**config.mk**
```make
export PLATFORM = sky130hd
export DESIGN_NAME = frac_usec_timer
export DESIGN_NICKNAME = d
export VERILOG_FILES = /design/src/rtl/fut_pkg.sv /design/src/rtl/fut_rate_ctrl.sv /design/src/rtl/fut_count_path.sv /design/src/rtl/frac_usec_timer.sv
export SDC_FILE = /design/constraint.sdc
export NUM_CORES = 1
export LEC_CHECK = 0
export BUFFER_PORTS_ARGS = -buffer_cell sky130_fd_sc_hd__clkbuf_2
export CAP_MARGIN = 20
export CELL_PAD_IN_SITES_DETAIL_PLACEMENT = 0
export CELL_PAD_IN_SITES_GLOBAL_PLACEMENT = 1
export CORE_AREA = 4 4 96 98
export CTS_CLUSTER_DIAMETER = 150
export CTS_CLUSTER_SIZE = 30
export DETAILED_ROUTE_END_ITERATION = 8
export DIE_AREA = 0 0 100 102
export HOLD_SLACK_MARGIN = 0.12
export PLACE_DENSITY_LB_ADDON = 0.1
export SLEW_MARGIN = 0
export SYNTH_ARGS = -nofsm -noshare
export SYNTH_HDL_FRONTEND = slang
export SYNTH_SLANG_ARGS = --single-unit
```
**constraint.sdc**
```tcl
create_clock -name clk -period 8 [get_ports clk]
set_input_delay 0.8 -clock clk [delete_from_list [all_inputs] [get_ports clk]]
set_output_delay 0.8 -clock clk [all_outputs]
set_load 0.03 [all_outputs]
```
**src/rtl/fut_pkg.sv**
```systemverilog
package fut_pkg;
  localparam int FIELD_W = 8;
  localparam int CFG_W   = 2 * FIELD_W;
  localparam int BUS_W   = 32;
  localparam logic [CFG_W-1:0] CFG_RESET = 16'h000C;

  typedef struct packed {
    logic tick;   // advance the count this edge
    logic rdCfg;  // read mux selects the ratio word
  } futStrobeT;
endpackage

```
**src/rtl/fut_rate_ctrl.sv**
```systemverilog
module fut_rate_ctrl
  import fut_pkg::*;
#(
  parameter int F_W = FIELD_W
) (
  input  logic               clk,
  input  logic               rstN,
  input  logic               clkEn,
  input  logic               regAddr,
  input  logic               regWr,
  input  logic [2*F_W-1:0]   cfgWdata,
  output logic [2*F_W-1:0]   cfgQ,
  output logic [F_W:0]       accQ,
  output futStrobeT          strobe
);
  localparam int SUM_W = F_W + 2;

  logic             cfgWr;
  logic [F_W-1:0]   mFld;
  logic [F_W-1:0]   nFld;
  logic [SUM_W-1:0] step;
  logic [SUM_W-1:0] modulus;
  logic [SUM_W-1:0] sum;
  logic [SUM_W-1:0] accNext;
  logic             wrap;

  assign cfgWr   = regWr && regAddr;
  assign mFld    = cfgQ[2*F_W-1:F_W];
  assign nFld    = cfgQ[F_W-1:0];
  assign step    = {2'b00, mFld} + SUM_W'(1);
  assign modulus = {2'b00, nFld} + SUM_W'(1);
  assign sum     = {1'b0, accQ} + step;
  assign wrap    = clkEn && !cfgWr && (sum >= modulus);

  always_comb begin
    accNext = sum;
    if (wrap) accNext = sum - modulus;
  end

  always_ff @(posedge clk or negedge rstN) begin
    if (!rstN) begin
      cfgQ <= CFG_RESET[2*F_W-1:0];
      accQ <= '0;
    end else if (cfgWr) begin
      cfgQ <= cfgWdata;
      accQ <= '0;
    end else if (clkEn) begin
      accQ <= accNext[F_W:0];
    end
  end

  assign strobe.tick  = wrap;
  assign strobe.rdCfg = regAddr;
endmodule

```
**src/rtl/fut_count_path.sv**
```systemverilog
module fut_count_path
  import fut_pkg::*;
#(
  parameter int CNT_W = 32,
  parameter int CW    = CFG_W,
  parameter int RD_W  = BUS_W
) (
  input  logic            clk,
  input  logic            rstN,
  input  futStrobeT       strobe,
  input  logic [CW-1:0]   cfgVal,
  output logic [CNT_W-1:0] countQ,
  output logic [RD_W-1:0] rdData
);
  always_ff @(posedge clk or negedge rstN) begin
    if (!rstN)            countQ <= '0;
    else if (strobe.tick) countQ <= countQ + CNT_W'(1);
  end

  always_comb begin
    rdData = '0;
    if (strobe.rdCfg) rdData[CW-1:0]    = cfgVal;
    else              rdData[CNT_W-1:0] = countQ;
  end
endmodule

```
**src/rtl/frac_usec_timer.sv**
```systemverilog
module frac_usec_timer
  import fut_pkg::*;
#(
  parameter int CNT_W = 32
) (
  input  logic              clk,
  input  logic              rstN,
  input  logic              clkEn,
  input  logic              regAddr,
  input  logic              regWr,
  input  logic [BUS_W-1:0]  regWdata,
  output logic [BUS_W-1:0]  regRdata
);
  futStrobeT          strobe;
  logic [CFG_W-1:0]   cfgQ;
  logic [FIELD_W:0]   accQ;
  logic [CNT_W-1:0]   countQ;

  fut_rate_ctrl #(.F_W(FIELD_W)) uCtrl (
    .clk      (clk),
    .rstN     (rstN),
    .clkEn    (clkEn),
    .regAddr  (regAddr),
    .regWr    (regWr),
    .cfgWdata (regWdata[CFG_W-1:0]),
    .cfgQ     (cfgQ),
    .accQ     (accQ),
    .strobe   (strobe)
  );

  fut_count_path #(.CNT_W(CNT_W), .CW(CFG_W), .RD_W(BUS_W)) uPath (
    .clk    (clk),
    .rstN   (rstN),
    .strobe (strobe),
    .cfgVal (cfgQ),
    .countQ (countQ),
    .rdData (regRdata)
  );
endmodule

```
# Yosys cells after proc, flatten, opt, wreduce, memory -nomap -nowiden
# Cells that the tools add are included.
dict set report word_totals {
  ff_bits 57
  out_inout_bits 32
  wordCells 19
}
dict set report classes {
  addsub 5
  magnitude_cmp 1
  mux 5
  n_reduce_logical 5
}
# op n
set ops {}
lappend ops {{adder 32 x 1 -> 32 bit (second input constant)} 1}
lappend ops {{2-to-1 mux 16 bit} 2}
lappend ops {{2-to-1 mux 9 bit} 3}
lappend ops {{adder 8 x 1 -> 9 bit (second input constant)} 2}
lappend ops {{adder 9 x 9 -> 10 bit} 1}
lappend ops {{>= comparator 10 x 9 -> 1 bit} 1}
lappend ops {{subtractor 9 bit} 1}
lappend ops {{logical AND 1 bit} 3}
lappend ops {{nonzero test 2 bit} 1}
lappend ops {{zero test 1 bit} 1}

# Logic depth before layout (Yosys ltp)
dict set report depth {
  word_depth 7
  depth_mapped 16
  mapped_depth_nobuf 14
}

# By module
# From an unflattened synthesis, not the netlist that was laid out.
dict set report hier_totals {
  hier_cells 356
  hier_area_um2 3697.3
}
# mod instances cells_per_inst area_each_um2 seq_area_each_um2
set by_module_without_submodules {}
lappend by_module_without_submodules {fut_rate_ctrl 1 196 1901.8 628.1}
lappend by_module_without_submodules {fut_count_path 1 160 1795.5 800.8}

# Worst setup path after synthesis
# OpenSTA, ideal clock, no wires.
dict set report synth_timing {
  kind {flip-flop to flip-flop}
  startpoint {reg uCtrl.cfgQ[9]}
  endpoint {reg uPath.countQ[1]}
  t_arrival_ps 3288
  required_ps 7872
  setup_slack_ps 4585
  path_stages_with_launch 16
  path_buffers 2
  period_less_slack_ps 3415
  cell_sequence {dfrtp_1 > ha_1 > nor2b_1 > o2111a_1 > nor3_1 > or4_1 > and2_1 > ha_1 > nand2_1 > o21ai_0 > nand2_1 > and4_1 > buf_2 > buf_4 > nor2_1 > mux2_1}
}
dict set report synth_via {
  elab_chain_cells 4
}
# item line_no
set synth_lines {}
lappend synth_lines {{start: declaration} fut_rate_ctrl.sv:12} ;# output logic [2*F_W-1:0] cfgQ,
lappend synth_lines {{start signal: assignment} fut_rate_ctrl.sv:42} ;# cfgQ <= CFG_RESET[2*F_W-1:0];
lappend synth_lines {{start signal: assignment} fut_rate_ctrl.sv:45} ;# cfgQ <= cfgWdata;
lappend synth_lines {{adder 8 x 1 -> 9 bit} fut_rate_ctrl.sv:30} ;# assign step = {2'b00, mFld} + SUM_W'(1);
lappend synth_lines {{adder 9 x 9 -> 10 bit} fut_rate_ctrl.sv:32} ;# assign sum = {1'b0, accQ} + step;
lappend synth_lines {{>= comparator 10 x 9 -> 1 bit} fut_rate_ctrl.sv:33} ;# assign wrap = clkEn && !cfgWr && (sum >= modulus);
lappend synth_lines {{logical AND 1 bit} fut_rate_ctrl.sv:33}
lappend synth_lines {{end signal: assignment} fut_count_path.sv:17} ;# else if (strobe.tick) countQ <= countQ + CNT_W'(1);
lappend synth_lines {{end: declaration} fut_count_path.sv:12} ;# output logic [CNT_W-1:0] countQ,
# No other way between the ends.
# A chain may end at the register's enable or synchronous reset.

# Worst setup path in the final report
# Ends and elaborated chain as after synthesis.

==> results.txt <==
The number of distinct library cells after synthesis came out at 53. In the final timing run, aggregate negative setup slack is 0 ns. The worst min-delay path startpoint is uPath.countQ[31]$_DFFE_PN0N_. CTS saw between 50 and 60 sinks. The most used flip-flop cell after synthesis is sky130_fd_sc_hd__dfrtp_1.

The Yosys step of the flow raised 0 warnings. The number of cells on the worst reg-to-reg path is 13. In this run the core area contains 34 standard-cell rows. The via count of the first global-routing pass is between 2,000 and 3,000. The non-filler instance count after layout is about 540. The setup slack of the critical path after layout is between 3 and 4 ns. The run finished with clean final reports. In the finished design, the share of the clock period the worst path needs comes to between 50% and 60%. For this block, the via count after detailed routing is slightly below 3,000. The met1 usage in global routing came out at 26.6%. The pre-CTS worst setup slack is between 3 and 4 ns. The initial core utilization came out at 45.3%.

The final-report max-slew violation count is 0. The reg-to-reg setup timing slack came out at 3.86 ns. Subtracting the final worst setup slack from the clock period gives slightly above 4 ns.

The required time of the critical path is between 8 and 9 ns. The relative max-transition margin came out at between 20% and 30%. The routed length per placed instance came out at 15.7 µm. The post-detailed-route count of antenna-violating nets is 0. After synthesis, the share of flip-flops with an asynchronous set or reset is 100%. The most crowded layer after global routing is met2. The initial antenna violation count came out at 0. The longest clock path from root to sink contains 2 buffers. The number of detailed-routing iterations run before antenna repair came out at 4. Buffers placed on the I/O ports in this run total 52. The total CTS buffers came out at 9. Setup repair after global routing left no endpoint under its margin.

The clock latency reported for the late side of the worst-skew pair is ~0.34 ns. The number of flops mapped to enable cells by yosys is 0. The largest vdd supply drop came out at around 0.21 mV. The number of setup buffers added after CTS came out at 0. The net count after synthesis is 440.

The count of buffering cells on the critical path with inverters included is 0. The count of placed standard cells including taps is roughly 530. The final routed wirelength across all metal layers is roughly 8.6 mm. Of all nets on the critical path, the largest fanout is 42. Max-cap violations in this run came to 0. The worst register-to-register path ends at uPath.countQ[1]$_DFFE_PN0N_. The static power due to leakage is 2.02 nW.

In this run the number of cells on the critical path is 13. For this run, global-route usage on met3 was measured as a little under 4%. The nature of the critical path endpoint is a flop. The power per cell area came out at roughly 370 mW/mm². The first-pass GRT wire length came out at roughly 15 mm. Grouping stages by cell kind, the critical path spends the most delay in simple AND/OR/NAND/NOR gates. The min-delay analysis places its worst path in the category flop to flop.

The startpoint identified for the worst register-to-register timing path is uCtrl.cfgQ[9]$_DFFE_PN0P_. In this run the standard cell core region covers around 0.0085 mm². The ratio of cells with drive above 1 in the final layout is between 20 and 30%.

Clock tree synthesis selected as its root buffer the cell sky130_fd_sc_hd__clkbuf_8. The final-report hold violation count came to 0. The number of resized instances in the post-cts repair step is 0.

The arrival time of data at the critical path endpoint came out at ~4.4 ns. The power after layout came out at approximately 1.6 mW. The pin count of the biggest net entering global routing is 58. Based on the critical path, the design can be clocked at up to around 240 MHz. Across the whole layout, storage elements account for between 0.001 and 0.0015 mm². The detailed placement HPWL is roughly 6 mm.

The instance count of the mapped netlist came out at 382. The synthesis-stage register bit count is 57. The TritonCTS clock tree is built. The post-detailed-route via-to-cell ratio is about 5.4. The number of fill cells is 827. The register clock-pin slew on the reported worst setup and hold paths is about 0.080 ns. The share of synthesized area occupied by flip-flops and latches came out at 37.2%.

The vertical die dimension came out at slightly above 100 µm. The measured slew at the worst slew-check pin is 1.05 ns. The met2 demand-to-capacity share in global routing is a little over a quarter.

The global placement routability congestion came out at between 0.7 and 0.8. The worst setup path is of the flop to flop kind. Leaving out fill and tap cells, the most frequent cell in the layout is sky130_fd_sc_hd__dfrtp_1. Leaving out fill and tap cells, the most frequent cells in the layout are sky130_fd_sc_hd__dfrtp_1, sky130_fd_sc_hd__clkbuf_2, sky130_fd_sc_hd__xor2_1.

Along the worst hold path, the cell count comes to 1. The maximum clock skew at final layout is 0.0136 ns. The area growth from synthesis to layout is 13.2%. The maximum single-stage delay on the critical path is approximately 0.94 ns. The number of top-level pins came out at 69. The per-instance average area after synthesis is between 10 and 15 µm². The DRC violation total after the first TritonRoute iteration is 80. The signal on the critical path passes through ha_1 -> nor2b_1 -> o2111a_1 -> nor3_1 -> or4_1 -> and2_1 -> ha_1 -> a21oi_1 -> o21ai_0 -> nand2_1 -> and4_2 -> nor2_1 -> mux2_1.

The largest individual stage delay along the critical path comes from the cell sky130_fd_sc_hd__and4_2. The die boundary width came out at 100 µm. The endpoint of the worst hold-timing path is uPath.countQ[31]$_DFFE_PN0N_. The net count of the finished layout is 488. The number of hold buffers added after cts is 0.

The H-tree was split into 3 levels. The area of the die came out at a little over 0.01 mm². The post-route DRC violation count is 0. The multi-input combinational cells in the finished layout cover a total of approximately 0.0023 mm². The diode insertion count for antenna repair came out at 0. In this design, the critical path's most frequently occurring cell is sky130_fd_sc_hd__ha_1. The area of the mapped netlist came out at between 0.003 and 0.004 mm².

The leftover overflow at the end of global routing came out at 0. For this run, the total global-route usage over all layers was measured as between 10% and 20%. The worst setup path is launched from a flop. The final number of setup-violating endpoints is 0.
per-layer routing:
layer  wire [µm]  part of all wire, %
met1        4330                   51
met2        3680                   43
met3         401                  4.7
met4         140                  1.6
met5           0                    0
cell type report:
cell class	instances	share of cell area (%)
multi-input combinational	292	52.1
timing repair buffer	54	6.34
tap	108	3.11
clock inverter	6	0.979
sequential	57	32.9
inverter	16	1.38
clock buffer	10	3.17
stage by stage:
step,instance area [µm²],hold WS [ns],util [%]
floorplan,3840,0.434,-
global placement,4160,0.465,49.2
detailed placement,4160,0.469,49.2
CTS,4340,0.483,51.3
global route,4340,0.501,51.3
finish,4340,0.484,51.3
synthesized netlist by cell type, drive strengths merged, types with 2 or more instances:
cell / n / area, µm²
a21oi: 15 / 75.1
nand2: 28 / 108
buf: 13 / 71.3
nor2: 19 / 71.3
o21ai: 18 / 90.1
ha: 19 / 238
xnor2: 12 / 105
xor2: 34 / 298
mux2: 34 / 383
nand4: 5 / 52.6
dfrtp: 55 / 1380
and4: 6 / 52.6
nand2b: 3 / 18.8
dfstp: 2 / 52.6
nand3b: 4 / 30.0
and3: 3 / 18.8
nor4b: 4 / 60.1
nor3: 20 / 105
mux2i: 5 / 50.1
nor2b: 17 / 106
clkbuf: 4 / 15.0
or3: 2 / 12.5
nand3: 12 / 60.1
nor3b: 5 / 37.5
o2111a: 2 / 22.5
inv: 16 / 60.1
a31oi: 2 / 12.5
nor4: 7 / 96.3
fa: 2 / 40.0
report_power, final:
part	internal, mW	switching (mW)
Clock	0.121	0.124
Combinational	0.392	0.588
Sequential	0.344	0.0521
registers in the layout, indices dropped and copies added (netlist names):
signal and cells:
uCtrl.accQ 9, uCtrl.cfgQ 16, uPath.countQ 32
kinds of logic after synthesis:
group,count (synthesis),share of synthesized area [%]
AO/OA/AOI/OAI,46,7.14
XOR/XNOR,46,10.5
adder cells (fa/ha/maj),21,7.24
buffers and inverters,33,3.81
flip-flops,57,37.2
multiplexers,39,11.3
AND/OR/NAND/NOR,140,22.8
worst max path at each step:
stage / startpoint / endpoint
final: uCtrl.cfgQ[9]$_DFFE_PN0P_ / uPath.countQ[1]$_DFFE_PN0N_
after floorplan: uCtrl.cfgQ[9]$_DFFE_PN0P_ / uPath.countQ[1]$_DFFE_PN0N_
after detailed placement: uCtrl.cfgQ[9]$_DFFE_PN0P_ / uPath.countQ[1]$_DFFE_PN0N_
after global placement: uCtrl.cfgQ[9]$_DFFE_PN0P_ / uPath.countQ[1]$_DFFE_PN0N_
after global routing: uCtrl.cfgQ[9]$_DFFE_PN0P_ / uPath.countQ[1]$_DFFE_PN0N_
after CTS: uCtrl.cfgQ[9]$_DFFE_PN0P_ / uPath.countQ[1]$_DFFE_PN0N_
Power figures use the tool's default switching activity.
